## config.mk

```make
export PLATFORM = sky130hd
export DESIGN_NAME = keyed_watchdog
export DESIGN_NICKNAME = d
export VERILOG_FILES = /design/src/rtl/wdt_pkg.sv /design/src/rtl/wdt_key_seq.sv /design/src/rtl/wdt_tick_count.sv /design/src/rtl/wdt_rst_pulse.sv /design/src/rtl/keyed_watchdog.sv
export SDC_FILE = /design/constraint.sdc
export NUM_CORES = 1
export LEC_CHECK = 0
export BUFFER_PORTS_ARGS = -buffer_cell sky130_fd_sc_hd__buf_2
export CAP_MARGIN = 5
export CORE_AREA = 5 5 66 68
export CTS_BUF_LIST = sky130_fd_sc_hd__clkbuf_4 sky130_fd_sc_hd__clkbuf_8
export CTS_CLUSTER_SIZE = 10
export DETAILED_ROUTE_END_ITERATION = 16
export DIE_AREA = 0 0 71 73
export PLACE_DENSITY_LB_ADDON = 0.05
export SETUP_SLACK_MARGIN = 0.15
export SYNTH_ARGS = -nofsm -noshare
export SYNTH_HDL_FRONTEND = slang
export SYNTH_HIERARCHICAL = 1
export SYNTH_SLANG_ARGS = --single-unit
```

## constraint.sdc

```tcl
create_clock -name clk -period 3.6 [get_ports clk]
set_input_delay 0 -clock clk [delete_from_list [all_inputs] [get_ports clk]]
set_output_delay 0 -clock clk [all_outputs]
set_load 0.03 [all_outputs]
```

## src/rtl/wdt_pkg.sv

```systemverilog
package wdt_pkg;

    // Classification of one register write as seen by the key sequencer
    typedef enum logic [1:0] {
        EV_NONE   = 2'd0,
        EV_FIRST  = 2'd1,
        EV_SECOND = 2'd2,
        EV_OTHER  = 2'd3
    } key_ev_e;

endpackage

```

## src/rtl/wdt_key_seq.sv

```systemverilog
module wdt_key_seq
    import wdt_pkg::*;
#(
    parameter int                ADDR_W     = 8,
    parameter int                DATA_W     = 8,
    parameter logic [ADDR_W-1:0] KEY_ADDR   = 8'hA6,
    parameter logic [DATA_W-1:0] KEY_FIRST  = 8'h1E,
    parameter logic [DATA_W-1:0] KEY_SECOND = 8'hE1
) (
    input  logic              clk,
    input  logic              rst_n,
    input  logic              blank,
    input  logic              wr_stb,
    input  logic [ADDR_W-1:0] wr_addr,
    input  logic [DATA_W-1:0] wr_data,
    output logic              unlock
);

    typedef struct packed {
        logic half;
    } ks_t;

    ks_t     ks_d, ks_q;
    key_ev_e ev;

    always_comb begin
        ev = EV_NONE;
        if (wr_stb && !blank && (wr_addr == KEY_ADDR)) begin
            if (wr_data == KEY_FIRST)       ev = EV_FIRST;
            else if (wr_data == KEY_SECOND) ev = EV_SECOND;
            else                            ev = EV_OTHER;
        end

        ks_d   = ks_q;
        unlock = 1'b0;
        if (blank) begin
            ks_d.half = 1'b0;
        end else begin
            case (ev)
                EV_FIRST:  ks_d.half = 1'b1;
                EV_SECOND: begin
                    unlock    = ks_q.half;
                    ks_d.half = 1'b0;
                end
                EV_OTHER:  ks_d.half = 1'b0;
                default:   ;
            endcase
        end
    end

    always_ff @(posedge clk or negedge rst_n) begin
        if (!rst_n) ks_q <= '0;
        else        ks_q <= ks_d;
    end

endmodule

```

## src/rtl/wdt_tick_count.sv

```systemverilog
module wdt_tick_count #(
    parameter int CNT_W = 14
) (
    input  logic             clk,
    input  logic             rst_n,
    input  logic             blank,
    input  logic             unlock,
    input  logic             mc_en,
    input  logic             osc_run,
    input  logic             idle,
    input  logic             idle_freeze,
    input  logic             pd_hold,
    output logic             armed,
    output logic [CNT_W-1:0] count,
    output logic             ovf
);

    localparam logic [CNT_W-1:0] TERM = {CNT_W{1'b1}};
    localparam logic [CNT_W-1:0] NEAR = TERM - 1'b1;

    typedef struct packed {
        logic             en;
        logic [CNT_W-1:0] cnt;
    } cs_t;

    cs_t  cs_d, cs_q;
    logic adv;

    always_comb begin
        adv  = cs_q.en && mc_en && osc_run && !(idle && idle_freeze) && !pd_hold;
        cs_d = cs_q;
        ovf  = 1'b0;
        if (blank) begin
            cs_d.en  = 1'b0;
            cs_d.cnt = '0;
        end else if (unlock) begin
            cs_d.en  = 1'b1;
            cs_d.cnt = '0;
        end else if (adv) begin
            if (cs_q.cnt == NEAR) begin
                ovf      = 1'b1;
                cs_d.en  = 1'b0;
                cs_d.cnt = '0;
            end else begin
                cs_d.cnt = cs_q.cnt + 1'b1;
            end
        end
    end

    always_ff @(posedge clk or negedge rst_n) begin
        if (!rst_n) cs_q <= '0;
        else        cs_q <= cs_d;
    end

    assign armed = cs_q.en;
    assign count = cs_q.cnt;

endmodule

```

## src/rtl/wdt_rst_pulse.sv

```systemverilog
module wdt_rst_pulse #(
    parameter int PULSE_LEN = 98
) (
    input  logic clk,
    input  logic rst_n,
    input  logic fire,
    output logic active
);

    localparam int            PW  = $clog2(PULSE_LEN + 1);
    localparam logic [PW-1:0] LEN = PW'(PULSE_LEN);

    typedef struct packed {
        logic [PW-1:0] left;
    } ps_t;

    ps_t ps_d, ps_q;

    always_comb begin
        ps_d = ps_q;
        if (fire)                 ps_d.left = LEN;
        else if (ps_q.left != '0) ps_d.left = ps_q.left - 1'b1;
    end

    always_ff @(posedge clk or negedge rst_n) begin
        if (!rst_n) ps_q <= '0;
        else        ps_q <= ps_d;
    end

    assign active = (ps_q.left != '0);

endmodule

```

## src/rtl/keyed_watchdog.sv

```systemverilog
module keyed_watchdog #(
    parameter int                ADDR_W     = 8,
    parameter int                DATA_W     = 8,
    parameter logic [ADDR_W-1:0] KEY_ADDR   = 8'hA6,
    parameter logic [DATA_W-1:0] KEY_FIRST  = 8'h1E,
    parameter logic [DATA_W-1:0] KEY_SECOND = 8'hE1,
    parameter int                CNT_W      = 14,
    parameter int                PULSE_LEN  = 98
) (
    input  logic              clk,
    input  logic              rst_n,
    input  logic              wr_stb,
    input  logic [ADDR_W-1:0] wr_addr,
    input  logic [DATA_W-1:0] wr_data,
    input  logic              mc_en,
    input  logic              osc_run,
    input  logic              idle,
    input  logic              idle_freeze,
    input  logic              pd_hold,
    output logic              wdt_rst_o
);

    logic             unlock;
    logic             armed;
    logic [CNT_W-1:0] count;
    logic             ovf;
    logic             pulse_on;

    wdt_key_seq #(
        .ADDR_W    (ADDR_W),
        .DATA_W    (DATA_W),
        .KEY_ADDR  (KEY_ADDR),
        .KEY_FIRST (KEY_FIRST),
        .KEY_SECOND(KEY_SECOND)
    ) u_key (
        .clk    (clk),
        .rst_n  (rst_n),
        .blank  (pulse_on),
        .wr_stb (wr_stb),
        .wr_addr(wr_addr),
        .wr_data(wr_data),
        .unlock (unlock)
    );

    wdt_tick_count #(
        .CNT_W(CNT_W)
    ) u_cnt (
        .clk        (clk),
        .rst_n      (rst_n),
        .blank      (pulse_on),
        .unlock     (unlock),
        .mc_en      (mc_en),
        .osc_run    (osc_run),
        .idle       (idle),
        .idle_freeze(idle_freeze),
        .pd_hold    (pd_hold),
        .armed      (armed),
        .count      (count),
        .ovf        (ovf)
    );

    wdt_rst_pulse #(
        .PULSE_LEN(PULSE_LEN)
    ) u_pulse (
        .clk   (clk),
        .rst_n (rst_n),
        .fire  (ovf),
        .active(pulse_on)
    );

    assign wdt_rst_o = pulse_on;

endmodule

```

==> results.py, run 1 <==
metrics = {
    "timing": {
        "slew_headroom": 0.4639,
        "finalHoldViolCount": 0,
        "period_share": 0.8989,
        "fmax_ghz": 0.3090,
        "finalMaxSlewViolations": 0,
        "holdWs_ps": 142.3,
        "setup_viol": 0,
        "rsz0062_at_grt": "false",
        "finalClockSkew_ps": 3.180,
        "timing.setup.tns_ps": 0,
        "tightest_slew_ps": 800.5,
        "layout_min_cycle_time_ps": 3236,
    },
    "layout": {
        "drive_above_1_share": 0.2543,
        "fill_cells": 389,
        "nets": 201,
        "antennaDiodeCount": 0,
        "area_delta_synth_final_pct": 16.25,
    },
    "synthesis": {
        "synth_warnings": 6,
        "synth_edf_count": 0,
        "ys_async_sr_fraction": 1.000,
        "ys_seq_elements": 23,
        "synth_area_leaders": "dfrtp_1 41%, a21oi_1 4.7%, o21ai_0 3.6%, or3_1 3.6%, ha_1 2.7%",
        "synth.cell_area_mm2": 0.001394,
        "postSynthCellCount": 146,
        "yosysTopAreaCell": "dfrtp_1",
        "synth_cell_type_count": 46,
        "seq_area_frac_synth": 0.4129,
        "yosysTopAreaCellShare": 0.4129,
        "postSynthAreaPerCell_um2": 9.547,
        "synth_nets": 173,
        "ys.flop_type": "dfrtp_1",
    },
    "clock_network": {
        "clk_pin_slew_ps": 90,
        "clockBufferDepth": 2,
        "cts_resized": 0,
        "cts.sinks": 23,
        "htree_levels": 1,
        "cts_tree": "built",
        "numCtsBuffers": 3,
        "cts_root_buffer": "clkbuf_8",
        "clock_latency_ps": 260,
    },
    "grt": {
        "antenna_found_initial": 0,
        "first_global_vias": 1164,
        "track_usage": 0.1234,
        "grt_max_degree": 24,
        "grt_pass1_wl_um": 5175,
        "grt_overflow_total": 0,
    },
    "critical_path": {
        "crit_chain": "inv_1, ha_1, inv_1, or4b_4, and4bb_2, nand3_1, nor3b_1, buf_4, o21a_1, a31oi_1, or4_1, a21oi_1",
        "cp.required_ps": 3790,
        "critPathMaxFanout": 13,
        "slowest_stage": "or4b_4",
        "crit_family": "simple AND/OR/NAND/NOR gates",
        "max_stage_delay_ps": 620,
        "cp_common_cell": "inv_1",
        "cp-end-kind": "flip-flop",
        "cp_data_arrival_time_ps": 3430,
        "start_kind": "flip-flop",
        "criticalPathCategory": "reg2reg",
        "worst-path-buf-inv": 3,
    },
    "route": {
        "totalWireLength_um": 3027,
        "drc": 0,
        "vias": 1191,
        "drt_pass1_iterations": 4,
        "antenna_left": 0,
        "drt_first_iter_violations": 60,
        "vias_per_cell": 5.341,
        "wl_per_cell_um": 13.57,
    },
    "floorplanning": {
        "design.core.area_mm2": 0.003799,
        "dieHeight_um": 73,
        "io_pins": 25,
        "initial_core_util": 0.3669,
        "die_x_um": 71,
        "fp.dieArea_mm2": 0.005183,
        "rows": 23,
    },
    "placement": {
        "dp_hpwl_um": 2258,
        "finalWeightedCongestion": 0.8303,
        "port_buffers": 24,
    },
    "run_status": {
        "status": "finished, final reports clean",
    },
    "hold_path": {
        "hold_path_class": "in2reg",
    },
    "power_and_ir_drop": {
        "p_per_area_mw_per_mm2": 275.7,
        "leakagePower_uw": 0.0007195,
        "power.total_uw": 446.7,
        "ir_worst_vdd_mv": 0.1543,
    },
    "job": {
        "maxCapViolCount": 0,
    },
}
[stage by stage]
stage / instances / instance area, um2 / setup WS (ps) / utilization
global route: 223 / 1620 / 177.7 / 0.4265
detailed placement: 218 / 1562 / 384.7 / 0.4111
finish: 223 / 1620 / 363.9 / 0.4265
global placement: 218 / 1562 / 492.5 / 0.4111
CTS: 223 / 1620 / 340.5 / 0.4265
floorplan: 146 / 1394 / 438.1 / -
[cells in the final DEF (no fill, tap or decap), types with 2 or more instances in the layout]
cell	n
ha_1	3
nand3_1	3
o31ai_1	4
nor2b_1	3
and4bb_2	2
a21oi_1	13
nor2_1	7
inv_1	10
buf_2	24
clkbuf_8	3
or3_1	8
o21ai_0	10
or4_1	5
dfrtp_1	23
nor4_1	3
nand2_1	10
nand4_1	4
nor3_1	2
nor3b_1	2
a21boi_0	2
buf_4	3
nand4bb_1	3
[tightest hold or removal path, delay by kind of cell]
kind | cells | cell delay, ps
buffers and inverters | 1 | 80
AND/OR/NAND/NOR | 2 | 220
AO/OA/AOI/OAI | 1 | 70
[per-layer routing]
layer / vias up / global-route usage / wire (um)
met2: 19 / 0.2183 / 1420
met3: 2 / 0.03857 / 162
met4: 0 / 0.02505 / 22
met1: 567 / 0.1478 / 1421
li1: 603 / - / -
met5: - / 0 / 0
[where the power goes]
group | switching, uW | internal [uW]
sequential | 0.275 | 259
clock | 84.9 | 78.2
combinational | 11.7 | 12.9
total | 96.9 | 350
[cells in the mapped netlist (2+ instances only)]
cell type / count
nand2_1: 10
nor3_1: 2
buf_6: 2
o31ai_1: 4
nor2b_1: 3
inv_1: 10
nor3b_1: 2
clkbuf_1: 2
or4_1: 5
nand4bb_1: 3
a21oi_1: 13
o21ai_0: 10
or3_1: 8
dfrtp_1: 23
and4bb_2: 2
nand3_1: 3
nor2_1: 7
nand4_1: 4
a21boi_0: 2
nor4_1: 3
ha_1: 3
[path summary, 6_finish.rpt]
kind,from,end,slack [ps],depth (start not counted)
worst min register to register,u_pulse/ps_q[6],u_pulse/ps_q[6],510,1
min in group asynchronous,rst_n,u_pulse/ps_q[3],250,2
worst max-delay path,u_pulse/ps_q[0],u_cnt/count[10],360,12
max in group asynchronous,rst_n,u_cnt/count[0],2990,2
worst max register to register,u_pulse/ps_q[0],u_cnt/count[10],360,12
worst min-delay path,idle_freeze,u_cnt/count[0],140,4
[sequential cells by signal, indices dropped and copies added (netlist names)]
name          flops
u_cnt/count      14
u_cnt/armed       1
u_pulse/ps_q      7
u_key/ks_q        1
[area by class of cell]
type                    instances  area, um2  area share
flip-flops and latches         23      575.6      0.3552
clock buffers                   3      41.29     0.02548
inverters                      10      37.54     0.02317
multi-input cells             108      743.2      0.4587
clock inverters                 1      7.507    0.004633
well taps                      50      62.56     0.03861
repair buffers                 28      152.6     0.09421
[kinds of logic (layout without fill, tap and decap cells)]
family                   after synthesis  in the layout  synth area share
buffers and inverters                 15             42           0.05387
XOR/XNOR                               1              1          0.006285
multiplexers                           2              2           0.01795
flip-flops                            23             23            0.4129
adder cells (fa/ha/maj)                3              3           0.02693
AND/OR/NAND/NOR                       61             61            0.2855
AO/OA/AOI/OAI                         41             41            0.1966
[repair_timing]
action	CTS	global route
hold buffers	1	0
setup buffers	0	0
endpoints found under the hold margin	23	0
Power figures use the tool's default switching activity.
==> inputs of run 2 (changes only) <==
- GPL_TIMING_DRIVEN: default -> 0
==> run 2 against run 1 <==
Hold slack gained 8.1 ps; register-to-register slack lost 40 ps; wire length is essentially flat; count of clock-buffer cells in the layout is the same; largest cell class unchanged.
==> results.py, run 2 (same netlist as run 1, synthesis figures left out) <==
metrics = {
    "clock_network": {
        "clockBufferDepth": 2,
        "clock_latency_ps": 260,
        "cts_tree": "built",
        "htree_levels": 1,
        "numCtsBuffers": 3,
        "cts.sinks": 23,
        "cts_root_buffer": "clkbuf_8",
        "clk_pin_slew_ps": 90,
    },
    "timing": {
        "period_share": 0.9094,
        "finalHoldViolCount": 0,
        "timing.setup.tns_ps": 0,
        "layout_min_cycle_time_ps": 3274,
        "finalClockSkew_ps": 7.940,
        "fmax_ghz": 0.3054,
        "setup_viol": 0,
        "finalMaxSlewViolations": 0,
        "slew_headroom": 0.4814,
        "tightest_slew_ps": 770.8,
        "rsz0062_at_grt": "false",
    },
    "power_and_ir_drop": {
        "ir_worst_vdd_mv": 0.1310,
        "leakagePower_uw": 0.0007350,
        "seq_power_share": 0.580,
        "power.total_uw": 446.4,
        "pwr-share-clk": 0.365,
        "swShare": 0.2186,
        "power.switching_uw": 97.60,
        "intPower_uw": 348.8,
        "p_per_area_mw_per_mm2": 270.1,
        "p_comb_frac": 0.055,
    },
    "floorplanning": {
        "rows": 23,
        "initial_core_util": 0.3669,
        "fp.dieArea_mm2": 0.005183,
        "dieHeight_um": 73,
        "die_x_um": 71,
        "design.core.area_mm2": 0.003799,
        "io_pins": 25,
    },
    "run_status": {
        "status": "finished, final reports clean",
    },
    "route": {
        "drt_first_iter_violations": 55,
        "drt_pass1_iterations": 4,
        "drc": 0,
        "antenna_left": 0,
        "vias": 1217,
        "wl_per_cell_um": 13.38,
        "vias_per_cell": 5.385,
        "totalWireLength_um": 3024,
    },
    "critical_path": {
        "criticalPathCategory": "reg2reg",
        "slowest_stage": "or4b_4",
        "crit_chain": "inv_1, ha_1, inv_1, or4b_4, buf_6, and4bb_2, nand3_1, nor3b_4, o211a_1, a41oi_2, buf_6, or4_4, a21oi_2",
        "cp-end-kind": "flip-flop",
        "cp.required_ps": 3800,
        "crit_family": "simple AND/OR/NAND/NOR gates",
        "max_stage_delay_ps": 520,
        "r2r_setup_slack_ps": 330,
        "start_kind": "flip-flop",
        "cp_data_arrival_time_ps": 3470,
        "critPathMaxFanout": 13,
        "worst-path-buf-inv": 4,
    },
    "placement": {
        "dp_hpwl_um": 2240,
        "port_buffers": 24,
        "finalWeightedCongestion": 0.8169,
    },
    "layout": {
        "largest_reg_flops": 14,
        "seq_area_um2": 575.6,
        "area_delta_synth_final_pct": 18.58,
        "antennaDiodeCount": 0,
        "nets": 204,
        "drive_above_1_share": 0.2670,
        "multi_input_area_um2": 754.5,
        "final_common_cell": "buf_2",
        "final_cell_mix": "24 x buf_2, 23 x dfrtp_1, 13 x a21oi_1",
        "fill_cells": 406,
    },
    "grt": {
        "grt_overflow_total": 0,
        "antenna_found_initial": 0,
        "track_usage": 0.1223,
        "first_global_vias": 1186,
        "grt_pass1_wl_um": 5216,
        "grt_max_degree": 24,
    },
    "job": {
        "maxCapViolCount": 0,
    },
    "hold_path": {
        "hold_path_class": "in2reg",
    },
}
## run 2: cell types whose count changed in the layout (fill, tap and decap cells not counted), sizes merged
cell / change
clkbuf: +2
buf: +1
clkinv: +1
clkinvlp: -1
## run 2: per-layer routing
layer  vias up  global-route usage  share of wire
li1        612                   -              -
met1       584              0.1540           0.50
met2        19              0.2122           0.45
met3         2             0.02755          0.045
met4         0             0.03132         0.0043
met5         -                   0              0
## run 2: area by class of cell
type / count / share of cell area
buffer: 5 / 0.02347
clock buffer: 3 / 0.02498
clock inverter: 1 / 0.003028
inverter: 10 / 0.02271
multi-input combinational: 108 / 0.4565
sequential: 23 / 0.3482
tap: 50 / 0.03785
timing repair buffer: 26 / 0.08327
## run 2: power by group through the flow
| stage | combinational (uW) | sequential (uW) | clock (uW) |
|---|---|---|---|
| 3_5_place_dp | 24.0 | 264 | 0 |
| 4_1_cts | 25.1 | 259 | 173 |
| 6_report | 24.4 | 259 | 163 |
| 5_1_grt | 27.8 | 259 | 183 |
| 2_1_floorplan | 5.35 | 264 | 0 |
| 3_3_place_gp | 23.2 | 264 | 0 |
## run 2: worst register-to-register path, stage by stage (launching register included)
cell and delay, ps:
dfrtp_1 410, inv_1 80, ha_1 230, inv_1 100, or4b_4 520, buf_6 170, and4bb_2 310, nand3_1 160
nor3b_4 280, o211a_1 180, a41oi_2 50, buf_6 180, or4_4 410, a21oi_2 150
## run 2: path summary, 6_finish.rpt
check                                start               to  cells after the start
max                        u_pulse/ps_q[0]  u_cnt/count[13]                     13
min                            idle_freeze   u_cnt/count[0]                      4
max reg2reg                u_pulse/ps_q[0]  u_cnt/count[13]                     13
min reg2reg                u_pulse/ps_q[6]  u_pulse/ps_q[6]                      1
max in group asynchronous            rst_n   u_cnt/count[1]                      2
min in group asynchronous            rst_n  u_cnt/count[11]                      2
## run 2: metrics by stage
stage | hold slack (ps) | setup slack, ps | cell area (um2) | std cells | util
after floorplan | -295.6 | 438.1 | 1394 | 146 | -
after global placement | 27.57 | 162.2 | 1577 | 220 | 0.4150
after detailed placement | 21.70 | 94.46 | 1577 | 220 | 0.4150
after CTS | 127.6 | 261.0 | 1638 | 225 | 0.4312
after global routing | 182.9 | 157.0 | 1653 | 226 | 0.4351
final | 150.4 | 326.1 | 1653 | 226 | 0.4351
## run 2: repair_timing
item	in CTS	in global routing
resized for setup	1	3
setup buffers	0	1
pin swaps	0	1
cloned	0	0
endpoints found under the hold margin	23	0
setup endpoints to repair	5	6
hold buffers	1	0
